[src/rtl/phsel_pkg.sv]
package phsel_pkg;
  typedef enum logic [1:0] {
    ST_SEARCH = 2'd0,
    ST_LOCKED = 2'd1,
    ST_FAILED = 2'd2
  } calState_t;

  // strobes from control to datapath
  typedef struct packed {
    logic clearAll;   // wipe windows and run counts
    logic advance;    // shift in one sample per strobe
    logic lockNow;    // capture the picked strobe index
  } ctlStrobe_t;
endpackage

[src/rtl/phsel_datapath.sv]
module phsel_datapath
  import phsel_pkg::*;
#(
  parameter int NPHASE = 5,
  parameter int PAT_LEN = 8,
  parameter logic [PAT_LEN-1:0] PATTERN = 8'b00010111,
  parameter int REPS_W = 4,
  parameter int SELW = 3,
  parameter int RUN_W = 7
) (
  input  logic              clk,
  input  logic              rstN,
  input  logic [NPHASE-1:0] phaseSamples,
  input  logic [REPS_W-1:0] reqReps,
  input  ctlStrobe_t        strobe,
  input  logic [SELW-1:0]   lockPick,
  output logic [NPHASE-1:0] validMask,
  output logic [SELW-1:0]   selPhase,
  output logic              retimedBit
);
  localparam int FILL_W = $clog2(PAT_LEN + 1);

  logic [FILL_W-1:0] fillCnt;
  logic [REPS_W-1:0] repsEff;
  logic [RUN_W-1:0]  runTarget;
  logic              windowFull;

  assign repsEff    = (reqReps == '0) ? REPS_W'(1) : reqReps;
  assign runTarget  = RUN_W'(repsEff) * RUN_W'(PAT_LEN);
  assign windowFull = (fillCnt == FILL_W'(PAT_LEN));

  function automatic logic isRotation(input logic [PAT_LEN-1:0] win);
    logic [PAT_LEN-1:0] rot;
    logic hit;
    hit = 1'b0;
    for (int r = 0; r < PAT_LEN; r++) begin
      rot = (PATTERN << r) | (PATTERN >> (PAT_LEN - r));
      if (rot == win) hit = 1'b1;
    end
    return hit;
  endfunction

  always_ff @(posedge clk or negedge rstN) begin
    if (!rstN)                fillCnt <= '0;
    else if (strobe.clearAll) fillCnt <= '0;
    else if (strobe.advance && !windowFull) fillCnt <= fillCnt + 1'b1;
  end

  for (genvar p = 0; p < NPHASE; p++) begin : g_lane
    logic [PAT_LEN-1:0] hist;
    logic [RUN_W-1:0]   runCnt;

    always_ff @(posedge clk or negedge rstN) begin
      if (!rstN) begin
        hist   <= '0;
        runCnt <= '0;
      end else if (strobe.clearAll) begin
        hist   <= '0;
        runCnt <= '0;
      end else if (strobe.advance) begin
        hist <= {hist[PAT_LEN-2:0], phaseSamples[p]};
        if (windowFull && isRotation(hist))
          runCnt <= (runCnt >= runTarget) ? runCnt : runCnt + 1'b1;
        else
          runCnt <= '0;
      end
    end

    assign validMask[p] = (runCnt >= runTarget);
  end

  always_ff @(posedge clk or negedge rstN) begin
    if (!rstN) begin
      selPhase   <= SELW'(NPHASE / 2);
      retimedBit <= 1'b0;
    end else begin
      retimedBit <= phaseSamples[selPhase];
      if (strobe.lockNow) selPhase <= lockPick;
    end
  end
endmodule

[src/rtl/phsel_control.sv]
module phsel_control
  import phsel_pkg::*;
#(
  parameter int NPHASE = 5,
  parameter int PAT_LEN = 8,
  parameter int TO_W = 8,
  parameter int SELW = 3
) (
  input  logic              clk,
  input  logic              rstN,
  input  logic              calReq,
  input  logic [TO_W-1:0]   timeoutPeriods,
  input  logic [NPHASE-1:0] validMask,
  output ctlStrobe_t        strobe,
  output logic [SELW-1:0]   lockPick,
  output logic              locked,
  output logic              calError
);
  localparam int BIT_W = (PAT_LEN > 1) ? $clog2(PAT_LEN) : 1;

  calState_t       state;
  logic [BIT_W-1:0] bitCnt;
  logic [TO_W-1:0]  periodCnt;
  logic             periodDone;
  logic             timeoutHit;
  logic             anyValid;

  function automatic logic [SELW-1:0] pickCentre(input logic [NPHASE-1:0] mask);
    int bestStart, bestLen, curStart, curLen;
    bestStart = 0; bestLen = 0; curStart = 0; curLen = 0;
    for (int i = 0; i < NPHASE; i++) begin
      if (mask[i]) begin
        if (curLen == 0) curStart = i;
        curLen++;
        if (curLen > bestLen) begin
          bestLen   = curLen;
          bestStart = curStart;
        end
      end else begin
        curLen = 0;
      end
    end
    if (bestLen == 0) bestLen = 1;
    return SELW'(bestStart + (bestLen - 1) / 2);
  endfunction

  assign anyValid   = |validMask;
  assign periodDone = (bitCnt == BIT_W'(PAT_LEN - 1));
  assign timeoutHit = periodDone &&
                      ({1'b0, periodCnt} + 1'b1 >= {1'b0, timeoutPeriods});

  always_comb begin
    strobe.clearAll = calReq;
    strobe.advance  = (state == ST_SEARCH) && !calReq;
    strobe.lockNow  = strobe.advance && anyValid;
  end

  assign lockPick = pickCentre(validMask);
  assign locked   = (state == ST_LOCKED);
  assign calError = (state == ST_FAILED);

  always_ff @(posedge clk or negedge rstN) begin
    if (!rstN) begin
      state     <= ST_SEARCH;
      bitCnt    <= '0;
      periodCnt <= '0;
    end else if (calReq) begin
      state     <= ST_SEARCH;
      bitCnt    <= '0;
      periodCnt <= '0;
    end else if (state == ST_SEARCH) begin
      if (anyValid)        state <= ST_LOCKED;
      else if (timeoutHit) state <= ST_FAILED;
      bitCnt <= periodDone ? '0 : bitCnt + 1'b1;
      if (periodDone) periodCnt <= periodCnt + 1'b1;
    end
  end
endmodule

[src/rtl/phase_select_rx.sv]
module phase_select_rx
  import phsel_pkg::*;
#(
  parameter int NPHASE = 5,
  parameter int PAT_LEN = 8,
  parameter logic [PAT_LEN-1:0] PATTERN = 8'b00010111,
  parameter int REPS_W = 4,
  parameter int TO_W = 8,
  localparam int SELW = $clog2(NPHASE),
  localparam int RUN_W = $clog2(((1 << REPS_W) - 1) * PAT_LEN + 1)
) (
  input  logic              clk,
  input  logic              rstN,
  input  logic              calReq,
  input  logic [NPHASE-1:0] phaseSamples,
  input  logic [REPS_W-1:0] reqReps,
  input  logic [TO_W-1:0]   timeoutPeriods,
  output logic              retimedBit,
  output logic [SELW-1:0]   selPhase,
  output logic              locked,
  output logic              calError
);
  ctlStrobe_t        strobe;
  logic [SELW-1:0]   lockPick;
  logic [NPHASE-1:0] validMask;

  phsel_control #(
    .NPHASE(NPHASE), .PAT_LEN(PAT_LEN), .TO_W(TO_W), .SELW(SELW)
  ) i_control (
    .clk(clk), .rstN(rstN), .calReq(calReq), .timeoutPeriods(timeoutPeriods),
    .validMask(validMask), .strobe(strobe), .lockPick(lockPick),
    .locked(locked), .calError(calError)
  );

  phsel_datapath #(
    .NPHASE(NPHASE), .PAT_LEN(PAT_LEN), .PATTERN(PATTERN),
    .REPS_W(REPS_W), .SELW(SELW), .RUN_W(RUN_W)
  ) i_datapath (
    .clk(clk), .rstN(rstN), .phaseSamples(phaseSamples), .reqReps(reqReps),
    .strobe(strobe), .lockPick(lockPick), .validMask(validMask),
    .selPhase(selPhase), .retimedBit(retimedBit)
  );
endmodule

[config.mk]
export PLATFORM = sky130hd
export DESIGN_NAME = phase_select_rx
export DESIGN_NICKNAME = d
export VERILOG_FILES = /design/src/rtl/phsel_pkg.sv /design/src/rtl/phsel_datapath.sv /design/src/rtl/phsel_control.sv /design/src/rtl/phase_select_rx.sv
export SDC_FILE = /design/constraint.sdc
export NUM_CORES = 1
export LEC_CHECK = 0
export BUFFER_PORTS_ARGS = -buffer_cell sky130_fd_sc_hd__buf_2
export CORE_MARGIN = 2
export CORE_UTILIZATION = 40
export DETAILED_ROUTE_END_ITERATION = 16
export GPL_ROUTABILITY_DRIVEN = 0
export HOLD_SLACK_MARGIN = 0.15
export SKIP_LAST_GASP = 1
export SYNTH_ARGS = -nofsm -noshare
export SYNTH_HDL_FRONTEND = slang
export SYNTH_HIERARCHICAL = 1
export SYNTH_SLANG_ARGS = --single-unit
[constraint.sdc]
create_clock -name clk -period 21.5 [get_ports clk]
set_input_delay 4.3 -clock clk [delete_from_list [all_inputs] [get_ports clk]]
set_output_delay 4.3 -clock clk [all_outputs]
set_load 0.01 [all_outputs]
==> results of run 1 <==
[state kept, by name (all words and copies together) (netlist names)]
register                  count
i_datapath/retimedBit         1
i_control/periodCnt           8
i_control/bitCnt              3
i_datapath/g_lane.runCnt     35
i_datapath/fillCnt            4
i_control/state               2
i_datapath/selPhase           3
i_datapath/g_lane.hist       40
[final cells by class]
type	instances	area, um2	share of cell area (%)
clock buffers	9	225.2	2.956
clock inverters	7	95.09	1.248
inverters	54	202.7	2.661
multi-input cells	575	4245	55.72
flip-flops and latches	96	2404	31.55
well taps	225	281.5	3.695
repair buffers	30	165.2	2.168
[metrics by stage]
stage	instances	hold WS (ns)
2_1_floorplan	746	0.4524
3_3_place_gp	980	0.4865
3_5_place_dp	980	0.4860
4_1_cts	996	0.4958
5_1_grt	996	0.5293
6_report	996	0.4909
[cell usage in the layout (no fill, tap or decap), types with 9 or more instances in the layout]
| master | instances |
|---|---|
| dfrtp_1 | 95 |
| nor2_1 | 78 |
| ha_1 | 60 |
| inv_1 | 53 |
| nor4bb_1 | 51 |
| mux2i_1 | 46 |
| o21ai_0 | 45 |
| nand2_1 | 44 |
| a21oi_1 | 24 |
| buf_2 | 24 |
| nand3_1 | 20 |
| nor2b_1 | 17 |
| o21ai_1 | 17 |
| nor3_1 | 16 |
| a21o_1 | 16 |
| nor4_1 | 13 |
| xor2_1 | 11 |
| or3_1 | 10 |
| clkbuf_16 | 9 |
[logic make-up (layout without fill, tap and decap cells)]
family          after synthesis  in the layout
compound gates              144            144
mux                          56             56
flops                        96             96
other cells                   1              1
fa+ha+maj                    62             62
simple gates                295            295
xor+xnor                     17             17
buf+inv                      75            100
[power by group]
part | switching [mW] | leakage [nW] | internal (mW) | total (mW)
clock | 0.0740 | 0.156 | 0.102 | 0.176
combinational | 0.0378 | 2.01 | 0.0261 | 0.0639
sequential | 0.00965 | 1.32 | 0.188 | 0.197
total | 0.121 | 3.49 | 0.316 | 0.437
[worst max path at each step]
stage | start | endpoint | cells after the start
after floorplan | reqReps[2] | i_datapath/selPhase[2] | 33
after global placement | reqReps[1] | i_datapath/selPhase[2] | 35
after detailed placement | reqReps[1] | i_datapath/selPhase[2] | 35
after CTS | reqReps[1] | i_datapath/selPhase[2] | 35
after global routing | reqReps[1] | i_datapath/selPhase[2] | 35
final | reqReps[1] | i_datapath/selPhase[2] | 35
[routing by layer]
metal | routed length, um | track usage [%] | vias to the layer above
li1 | - | - | 2774
met1 | 7592 | 23.80 | 2786
met2 | 7678 | 30.56 | 84
met3 | 419 | 2.469 | 16
met4 | 206 | 5.729 | 0
met5 | 0 | 0 | -
==> results.sh, run 1 <==
export IMPL_via_per_inst=5.683
export IMPL_clock_skew_ns=0.007606
export IMPL_p_leak_nw=3.490
export IMPL_clk_pin_slew_ns=0.07
export IMPL_antenna_found_initial=0
export IMPL_areaGrowthSynthToFinish_pct=9.712
export IMPL_grt_max_degree=74
export IMPL_ir_drop_v=0.00004033
export IMPL_cts_buffer_depth=2
export IMPL_port_buffers=25
export IMPL_die_area_um2=18430
export IMPL_clock_root_buffer="clkbuf_16"
export IMPL_synth_area_um2=6944
export IMPL_fill_cells=1641
export IMPL_synthTopCellsByCount="95 x dfrtp_1, 78 x nor2_1, 60 x ha_1, 53 x inv_1, 51 x nor4bb_1"
export IMPL_fin_crit_ns=11.69
export IMPL_syn_inst=746
export IMPL_synth_most_common_cell="dfrtp_1"
export IMPL_hp_start="i_datapath/g_lane[0].runCnt[6]"
export IMPL_period_share_pct=54.35
export IMPL_core_area_um2=17120
export IMPL_preCtsSetupSlack_ns=9.456
export IMPL_hold_class="flip-flop to flip-flop"
export IMPL_hold_viol=0
export IMPL_synth_edf_count=0
export IMPL_layout_nets=848
export IMPL_grt_pass1_wl_mm=26.65
export IMPL_hold_depth=1
export IMPL_worstPathBufferInverterCount=7
export IMPL_reg2reg_from="i_datapath/g_lane[0].runCnt[3]"
export IMPL_drtIter0Drc=418
export IMPL_placed_area_um2=7298
export IMPL_ys_ff_latch=96
export IMPL_r2r_end="i_datapath/selPhase[2]"
export IMPL_cp_end_kind="flip-flop"
export IMPL_muxShareOfSynthArea_pct=8.450
export IMPL_crit_required_ns=21.75
export IMPL_cts_num_sinks=96
export IMPL_synthArstFlopShare_pct=100.0
export IMPL_slew_limit_headroom_pct=32.77
export IMPL_status="complete, no violations"
export IMPL_yosysUniqueCellTypes=70
export IMPL_post_cts_setup_buffers=0
export IMPL_grt_total_usage_pct=18.01
export IMPL_n_antenna_cell=0
export IMPL_synthAdderAreaFrac_pct=11.39
export IMPL_drt_total_wl_mm=15.90
export IMPL_power_density_nw_per_um2=57.42
export IMPL_cp_max_fo=8
export IMPL_worstMarginPinSlew_ns=1.009
export IMPL_ctsHoldBuffers=0
export IMPL_synthDominantCellAreaShare_pct=34.23
export IMPL_critPathKind="primary input to flip-flop"
export IMPL_max_freq_mhz=85.58
export IMPL_report_final_slew_viol_count=0
export IMPL_syn_avg_cell_area_um2=9.309
export IMPL_dp_hpwl_mm=11.24
export IMPL_design_area_um2=7619
export IMPL_yosysSeqAreaShare_pct=34.61
export IMPL_die_height_um=135.8
export IMPL_io_pins=26
export IMPL_critPathLaunchType="primary input"
export IMPL_critical_path_max_stage_delay_ns=0.41
export IMPL_setup_viol=0
export IMPL_fin_setup_tns_ns=0
export IMPL_max_cap_violations=0
export IMPL_crit_family="adder cells"
export IMPL_cts_max_level=3
export IMPL_synth_compound_area_share_pct=13.53
export IMPL_syn_num_nets=828
export IMPL_synth_xor_area_share_pct=2.144
export IMPL_final_antenna_net_count=0
export IMPL_crit_slowest_cell="fa_1"
export IMPL_overflow=0
export IMPL_start_util_pct=40.57
export IMPL_yosys_area_top_type="dfrtp_1"
export IMPL_synth_top_family_by_area="simple AND/OR/NAND/NOR gates"
export IMPL_worst_r2r_setup_slack_ns=13.82
export IMPL_cp_common_cell="ha_1"
export IMPL_cts_resized=0
export IMPL_total_power_uw=437.4
export IMPL_timing_final_ws_setup_ns=9.815
export IMPL_rsz0062_at_grt="no"
export IMPL_drt_first_pass_iters=5
export IMPL_fp_row_count=48
export IMPL_cts_tree="yes"
export IMPL_drive_above_1_share_pct=10.25
export IMPL_clkLatencyLatePin_ns=0.36
export IMPL_hold_end="i_datapath/g_lane[0].runCnt[6]"
export IMPL_synth_main_ff_cell="dfrtp_1"
export IMPL_synth_warnings=6
export IMPL_final_util_pct=44.51
export IMPL_grt_pass1_vias=5532
export IMPL_drc=0
export IMPL_synthTopCellsByArea="dfrtp_1 34%, ha_1 11%, nor4bb_1 7.4%"
export IMPL_cts_buffers_inserted=9
export IMPL_die_w_um=135.8
export IMPL_crit_arrival_ns=11.93
export IMPL_yosys_area_share_simple_pct=25.50
export IMPL_r2r_cells=33
export IMPL_routedWlPerCell_um=15.96
export IMPL_vias=5660
Note: power is estimated with default switching activity, not from simulation.
==> run 2, diff against run 1 <==
Settings changed: ABC_AREA set to 1.
Clock period 21.5 ns to 9.7 ns, I/O delays scaled along.
==> results.sh, run 2 <==
export IMPL_status="complete, no violations"
export IMPL_rsz0062_at_grt="no"
export IMPL_cts_buffers_inserted=9
export IMPL_clk_pin_slew_ns=0.07
export IMPL_max_cap_violations=0
export IMPL_synthDominantCellAreaShare_pct=32.10
export IMPL_intPower_uw=653.3
export IMPL_core_area_um2=18090
export IMPL_setup_viol=0
export IMPL_synth_edf_count=0
export IMPL_largest_reg_flops=40
export IMPL_fp_row_count=49
export IMPL_layout_common_cells="262 x nand2_1, 149 x inv_1, 117 x nor2_1"
export IMPL_syn_avg_cell_area_um2=7.053
export IMPL_power_density_nw_per_um2=116.2
export IMPL_syn_inst=1050
export IMPL_yosysSeqAreaShare_pct=32.45
export IMPL_clock_root_buffer="clkbuf_16"
export IMPL_post_cts_setup_buffers=0
export IMPL_hold_depth=1
export IMPL_cp_end_kind="flip-flop"
export IMPL_synth_warnings=6
export IMPL_hold_class="flip-flop to flip-flop"
export IMPL_final_common_cell="nand2_1"
export IMPL_grt_max_degree=53
export IMPL_drt_first_pass_iters=7
export IMPL_p_seq_share_pct=46.1
export IMPL_top_regs="i_datapath/g_lane.hist (40), i_datapath/g_lane.runCnt (35), i_control/periodCnt (8)"
export IMPL_areaGrowthSynthToFinish_pct=8.363
export IMPL_synthTopCellsByArea="dfrtp_1 32%, nand2_1 13%, ha_1 10%"
export IMPL_total_power_uw=932.9
export IMPL_hold_viol=0
export IMPL_grt_pass1_wl_mm=28.33
export IMPL_cp_max_fo=11
export IMPL_ir_drop_v=0.00008735
export IMPL_final_antenna_net_count=0
export IMPL_switching_share_pct=29.97
export IMPL_fin_crit_ns=8.086
export IMPL_routedWlPerCell_um=12.65
export IMPL_synth_main_ff_cell="dfrtp_1"
export IMPL_cts_tree="yes"
export IMPL_die_height_um=140.1
export IMPL_hold_end="i_control/bitCnt[0]"
export IMPL_slew_limit_headroom_pct=37.50
export IMPL_synthArstFlopShare_pct=100.0
export IMPL_fill_cells=1817
export IMPL_combinationalPowerShare_pct=16.1
export IMPL_final_util_pct=44.37
export IMPL_yosys_area_top_type="dfrtp_1"
export IMPL_overflow=0
export IMPL_placed_area_um2=7732
export IMPL_clkPwrFrac_pct=37.8
export IMPL_fin_setup_tns_ns=0
export IMPL_ctsHoldBuffers=0
export IMPL_regMostFlops="i_datapath/g_lane.hist"
export IMPL_drive_above_1_share_pct=10.52
export IMPL_drc=0
export IMPL_critPathLaunchType="primary input"
export IMPL_multiInputGateArea_um2=4262
export IMPL_r2r_cells=41
export IMPL_antenna_found_initial=0
export IMPL_report_final_slew_viol_count=0
export IMPL_dp_hpwl_mm=11.80
export IMPL_io_pins=26
export IMPL_n_antenna_cell=0
export IMPL_drtIter0Drc=387
export IMPL_worst_r2r_setup_slack_ns=3.10
export IMPL_synth_most_common_cell="nand2_1"
export IMPL_critPathKind="primary input to flip-flop"
export IMPL_cts_max_level=3
export IMPL_crit_slowest_cell="fa_1"
export IMPL_cp_common_cell="nand2_1"
export IMPL_max_freq_mhz=123.7
export IMPL_regArea_um2=2404
export IMPL_yosysUniqueCellTypes=49
export IMPL_syn_num_nets=1132
export IMPL_r2r_end="i_datapath/selPhase[2]"
export IMPL_port_buffers=25
export IMPL_period_share_pct=83.36
export IMPL_ys_ff_latch=96
export IMPL_die_w_um=140.1
export IMPL_crit_arrival_ns=8.33
export IMPL_vias=6525
export IMPL_clock_skew_ns=0.01034
export IMPL_clkLatencyLatePin_ns=0.36
export IMPL_grt_pass1_vias=6006
export IMPL_cts_num_sinks=96
export IMPL_critical_path_max_stage_delay_ns=0.40
export IMPL_layout_nets=1151
export IMPL_p_leak_nw=4.174
export IMPL_start_util_pct=40.95
export IMPL_fin_cells=1303
export IMPL_p_switching_uw=279.6
export IMPL_synthTopCellsByCount="262 x nand2_1, 149 x inv_1, 117 x nor2_1, 95 x dfrtp_1, 92 x nand3_1"
export IMPL_placed_cells=1287
export IMPL_design_area_um2=8025
export IMPL_worstMarginPinSlew_ns=0.9340
export IMPL_crit_required_ns=9.94
export IMPL_cts_resized=0
export IMPL_cts_buffer_depth=2
export IMPL_reg2reg_from="i_datapath/g_lane[1].runCnt[4]"
export IMPL_drt_total_wl_mm=16.49
export IMPL_synth_area_um2=7406
export IMPL_hp_start="i_control/bitCnt[0]"
export IMPL_via_per_inst=5.008
export IMPL_die_area_um2=19620
export IMPL_grt_total_usage_pct=17.44
[run 2: power by group through the flow]
stage          clock network [mW]  registers (mW)  logic (mW)
6_report                    0.352           0.430       0.150
5_1_grt                     0.380           0.433       0.171
3_5_place_dp                    0           0.438       0.151
2_1_floorplan                   0           0.439       0.101
4_1_cts                     0.364           0.430       0.152
3_3_place_gp                    0           0.438       0.149
[run 2: area by class of cell]
cell class / instances / area share (%)
Inverter: 166 / 7.764
Clock inverter: 5 / 0.4989
Multi-Input combinational cell: 767 / 53.10
Tap cell: 229 / 3.570
Timing Repair Buffer: 29 / 1.964
Clock buffer: 11 / 3.149
Sequential cell: 96 / 29.95
[run 2: metrics by stage]
stage / setup slack [ns] / hold WS, ns
after global placement: 1.532 / 0.4880
after CTS: 1.619 / 0.5043
after global routing: 0.9318 / 0.5316
after floorplan: 2.168 / 0.4636
final: 1.614 / 0.4977
after detailed placement: 1.259 / 0.4906
[run 2: how the worst max path moves through the flow]
stage                from                endpoint  slack (ns)
6_report       reqReps[1]  i_datapath/selPhase[2]        1.61
2_1_floorplan  reqReps[2]  i_datapath/selPhase[2]        2.17
5_1_grt        reqReps[1]  i_datapath/selPhase[2]        0.93
3_3_place_gp   reqReps[1]  i_datapath/selPhase[2]        1.53
3_5_place_dp   reqReps[1]  i_datapath/selPhase[2]        1.26
4_1_cts        reqReps[1]  i_datapath/selPhase[2]        1.62
[run 2: cells by family after synthesis]
group,Yosys count,share of synthesized area (%)
AOI/OAI and AO/OA,120,9.664
xor gates and xnor gates,25,2.957
adders and majority gates,62,10.68
buffers and inverters,187,10.07
DFF,96,32.45
other,1,0.05064
and+or+nand+nor,559,34.13
[run 2: per-layer routing]
layer  wire [um]  vias to the layer above  track usage [%]
met5           0                        -                0
met4         202                        0            4.732
met3         473                       13            2.632
met2        7607                      102            28.93
met1        8203                     3001            23.89
li1            -                     3409                -
[run 2: worst max-delay path: cells and delay by family]
| kind | cells | cell delay, ns |
|---|---|---|
| AOI/OAI and AO/OA | 6 | 0.98 |
| adders and majority gates | 9 | 2.64 |
| buffers and inverters | 9 | 0.78 |
| and+or+nand+nor | 18 | 1.83 |
| xor gates and xnor gates | 1 | 0.17 |
